`src/rtl/addr_break_unit.sv`:
```
module addr_break_unit #(
  parameter int PULSE_LEN = 8
) (
  input  logic        clk,
  input  logic        rst_n,
  input  logic [15:0] cpu_addr,
  input  logic        wr_en,
  input  logic [1:0]  wr_sel,
  input  logic [7:0]  wr_data,
  input  logic [1:0]  rd_sel,
  output logic [7:0]  rd_data,
  output logic        brk_pin
);
  localparam int CNT_W = $clog2(PULSE_LEN + 1);
  localparam logic [1:0] SEL_CTRL = 2'd0;
  localparam logic [1:0] SEL_HI   = 2'd1;
  localparam logic [1:0] SEL_LO   = 2'd2;

  logic [15:0]      bp_addr;
  logic             av_q, en_q, pulse_q, flag_q;
  logic [CNT_W-1:0] cnt_q;

  wire hit = en_q && (cpu_addr == bp_addr);
  wire clr = wr_en && (wr_sel == SEL_CTRL) && wr_data[3];
  wire unused_ok = &{1'b0, wr_data[7:4]};

  always_ff @(posedge clk or negedge rst_n) begin
    if (!rst_n) begin
      bp_addr <= '0;
      av_q    <= 1'b0;
      en_q    <= 1'b0;
      pulse_q <= 1'b0;
      flag_q  <= 1'b0;
      cnt_q   <= '0;
    end else begin
      if (wr_en) begin
        case (wr_sel)
          SEL_CTRL: begin
            av_q    <= wr_data[0];
            en_q    <= wr_data[1];
            pulse_q <= wr_data[2];
          end
          SEL_HI:  bp_addr[15:8] <= wr_data;
          SEL_LO:  bp_addr[7:0]  <= wr_data;
          default: ;
        endcase
      end
      if (hit) begin
        flag_q <= 1'b1;
        cnt_q  <= CNT_W'(PULSE_LEN - 1);
      end else if (clr) begin
        flag_q <= 1'b0;
        cnt_q  <= '0;
      end else if (pulse_q && flag_q) begin
        if (cnt_q != '0) cnt_q  <= cnt_q - 1'b1;
        else             flag_q <= 1'b0;
      end
    end
  end

  always_comb begin
    case (rd_sel)
      SEL_CTRL: rd_data = {4'b0000, flag_q, pulse_q, en_q, av_q};
      SEL_HI:   rd_data = bp_addr[15:8];
      SEL_LO:   rd_data = bp_addr[7:0];
      default:  rd_data = 8'h00;
    endcase
  end

  assign brk_pin = flag_q;
endmodule

```
`config.mk`:
```
export PLATFORM = sky130hd
export DESIGN_NAME = addr_break_unit
export DESIGN_NICKNAME = d
export VERILOG_FILES = /design/src/rtl/addr_break_unit.sv
export SDC_FILE = /design/constraint.sdc
export NUM_CORES = 1
export LEC_CHECK = 0
export BUFFER_PORTS_ARGS = -buffer_cell sky130_fd_sc_hd__buf_4
export CAP_MARGIN = 20
export CORE_MARGIN = 2
export CORE_UTILIZATION = 55
export CTS_BUF_LIST = sky130_fd_sc_hd__clkbuf_4
export CTS_CLUSTER_DIAMETER = 200
export CTS_CLUSTER_SIZE = 28
export DETAILED_ROUTE_END_ITERATION = 8
export GPL_TIMING_DRIVEN = 0
export HOLD_SLACK_MARGIN = 0.03
export PLACE_DENSITY = 0.84
export SLEW_MARGIN = 25
export SYNTH_ARGS = -nofsm -noshare
export SYNTH_HDL_FRONTEND = slang
export SYNTH_SLANG_ARGS = --single-unit
```
`constraint.sdc`:
```
create_clock -name clk -period 2.15 [get_ports clk]
set_input_delay 0.215 -clock clk [delete_from_list [all_inputs] [get_ports clk]]
set_output_delay 0.215 -clock clk [all_outputs]
set_load 0.05 [all_outputs]
```
==> results.yml <==
sta:
  maxSlewHeadroom_pct: 67.6
  whs_ps: 122
  period_needed_ps: 1560
  fin_tns_setup_ps: 0
  finClkSkew_ps: 13.3
  grt_setup_unrepaired: "false"
  finalSetupViolCount: 0
  post-route-period-util_pct: 72.7
  hold_viol_final: 0
  slew_violations: 0
  worst-slew-pin-transition_ps: 485
  fmax_ghz: 0.640
logic_synthesis:
  syn_inst: 116
  syn-num-nets: 148
  yosysWarnings: 0
  ys_ff_latch: 24
  syn_avg_cell_area_um2: 11.7
  synth.distinct_cells: 26
  yosysSeqAreaShare_pct: 44.2
  netlist_area_mm2: 0.00136
drt:
  vias: 1058
  drt-initial-drc-count: 18
  wirelength_um: 2850
  post_drt_wl_per_cell_um: 15.1
  route.antenna.remaining_nets: 0
  drc: 0
  vias_per_cell: 5.60
  dr.pass1.iters: 4
floorplan:
  io_pins: 40
  rows: 18
  start_util_pct: 56.3
  die_width_um: 53.7
  dieArea_mm2: 0.00288
  die_h_um: 53.7
  coreArea_mm2: 0.00241
pwr:
  sw_frac_of_total_pct: 31.4
  p_int_uw: 884
  pwr_density_cell_mw_per_mm2: 739
  comb_power_share_pct: 29.4
  pwr-share-seq_pct: 45.2
  pwr-share-clk_pct: 25.4
  p_leak_nw: 0.792
  p_sw_uw: 405
  peakVddDrop_mv: 0.689
  total_power_mw: 1.29
cells_and_area:
  nets: 192
  final_cell_area_mm2: 0.00174
  area_growth_pct: 28.4
  drive_gt1_share_pct: 44.0
  diodes: 0
worst_hold_path:
  hold_path_startpoint: "wr_data[7]"
  hold_class: "input port to register"
  whs_path_depth: 2
global_route:
  grtUsageMet2_pct: 41.1
  use_met3_pct: 2.78
  grt_max_degree: 25
  grt_pass1_wl_um: 4750
  grt_pass1_vias: 1102
  use_met1_pct: 28.3
  gr-max-usage-layer: "met2"
  grt_overflow_total: 0
  antenna_found_initial: 0
  grt_use_total_pct: 22.7
clock_tree:
  cts_tree: "built"
  cts-root-buf: "clkbuf_4"
  clk_pin_slew_ps: 140
  cts_max_path_buffers: 2
  insertion_delay_ps: 320
  cts_sinks: 24
  cts_buffers: 3
  cts_max_level: 1
  cts_setup_buffers: 0
placed_design:
  dpl.hpwl_um: 2260
  port_buffers: 38
  gp_congestion: 0.772
  place_area_mm2: 0.00168
setup_path:
  startpoint: "rd_sel[0]"
  end_kind: "output port"
  reg2reg_depth: 6
  r2r-end: "cnt_q[0]$_DFFE_PN0P_"
  timing.rr.start: "cnt_q[0]$_DFFE_PN0P_"
  crit_type: "input port to output port"
  crit_arrival_ps: 1350
  worstPathRequired_ps: 1930
  start_kind: "input port"
  r2r_setup_slack_ps: 640
  cp_max_fo: 8
  crit_end: "rd_data[1]"
job:
  drv_cap: 0
status:
  status: "finished, final reports clean"
## cells in the final DEF (no fill, tap or decap)
| cell type | count |
|---|---|
| a21oi_1 | 1 |
| a22o_1 | 4 |
| a22o_2 | 1 |
| and4_1 | 1 |
| buf_4 | 38 |
| bufinv_16 | 1 |
| clkbuf_1 | 2 |
| clkbuf_4 | 3 |
| dfrtp_1 | 24 |
| dlygate4sd3_1 | 1 |
| ha_1 | 1 |
| inv_1 | 3 |
| mux2_2 | 20 |
| mux2i_1 | 4 |
| nand2_1 | 9 |
| nand3_1 | 2 |
| nand3b_1 | 2 |
| nand4_1 | 1 |
| nor2_1 | 1 |
| nor2b_1 | 3 |
| nor3_1 | 2 |
| nor3b_2 | 2 |
| nor4_2 | 3 |
| nor4_4 | 1 |
| o21a_1 | 2 |
| o21ai_0 | 3 |
| o21ai_1 | 6 |
| or3_4 | 1 |
| xnor2_1 | 2 |
| xor2_1 | 15 |
## worst min-delay path by stage
| stage | endpoint | slack (ps) |
|---|---|---|
| 3_5_place_dp | bp_addr[7]$_DFFE_PN0P_ | 130 |
| 2_1_floorplan | av_q$_DFFE_PN0N_ | -80 |
| 4_1_cts | bp_addr[5]$_DFFE_PN0P_ | 130 |
| 6_report | bp_addr[7]$_DFFE_PN0P_ | 120 |
| 5_1_grt | bp_addr[7]$_DFFE_PN0P_ | 120 |
| 3_3_place_gp | bp_addr[7]$_DFFE_PN0P_ | 120 |
## cell usage after synthesis
cell type   n  area [µm²]
a21oi_1     1        5.00
a22o_1      4        35.0
a22o_2      1        10.0
and4_1      1        8.76
clkbuf_1    2        7.51
dfrtp_1    24         601
ha_1        1        12.5
inv_1       3        11.3
mux2_2     20         225
mux2i_1     4        40.0
nand2_1     9        33.8
nand3_1     2        10.0
nand3b_1    2        15.0
nand4_1     1        6.26
nor2_1      1        3.75
nor2b_1     3        18.8
nor3_1      2        10.0
nor3b_2     2        25.0
nor4_2      3        37.5
nor4_4      1        21.3
o21a_1      2        15.0
o21ai_0     3        15.0
o21ai_1     6        30.0
or3_4       1        11.3
xnor2_1     2        17.5
xor2_1     15         131
## power groups by stage
stage | sequential [mW] | combinational [mW] | clock [mW]
2_1_floorplan | 0.575 | 0.259 | 0
5_1_grt | 0.592 | 0.407 | 0.345
6_report | 0.583 | 0.379 | 0.327
3_3_place_gp | 0.587 | 0.369 | 0
3_5_place_dp | 0.592 | 0.379 | 0
4_1_cts | 0.582 | 0.382 | 0.328
## metrics by stage
step	worst slack, ps	util (%)	instances
5_1_grt	517	72.3	189
3_3_place_gp	624	69.7	184
6_report	587	72.3	189
3_5_place_dp	596	69.7	184
2_1_floorplan	278	-	116
4_1_cts	591	72.3	189
## critical path, stage by stage
cell and delay [ps]:
clkbuf_1 190, nor2b_1 150, clkbuf_1 350, nand2_1 100
o21ai_1 110, buf_4 220
## what timing repair did
action                    4_1_cts  5_1_grt
hold buffers                    1        0
hold endpoints to repair       24        0
gates resized for setup         0        0
## logic make-up after synthesis
family,share of synthesized area [%]
AND/OR/NAND/NOR,14.8
multiplexers,19.5
flip-flops,44.2
AO/OA/AOI/OAI,8.11
XOR/XNOR,11.0
buffers and inverters,1.38
adder cells (fa/ha/maj),0.922
## sequential cells by signal, indices dropped and copies added, names as in the netlist
signal and flops:
pulse_q 1, av_q 1, en_q 1, bp_addr 16, cnt_q 4, brk_pin 1
## metal layers
layer  part of all wire, %  wire length, µm
met2                    53             1520
met3                   2.6               75
met4                   1.0               29
met5                     0                0
met1                    43             1230
## layout make-up
| class | count | area (µm²) |
|---|---|---|
| sequential | 24 | 601 |
| multi-input combinational | 87 | 738 |
| tap | 30 | 37.5 |
| fill | 184 | 667 |
| buffer | 2 | 7.51 |
| timing repair buffer | 39 | 295 |
| inverter | 3 | 11.3 |
| clock inverter | 1 | 30.0 |
| clock buffer | 3 | 22.5 |
Note: power is estimated with default switching activity, not from simulation.
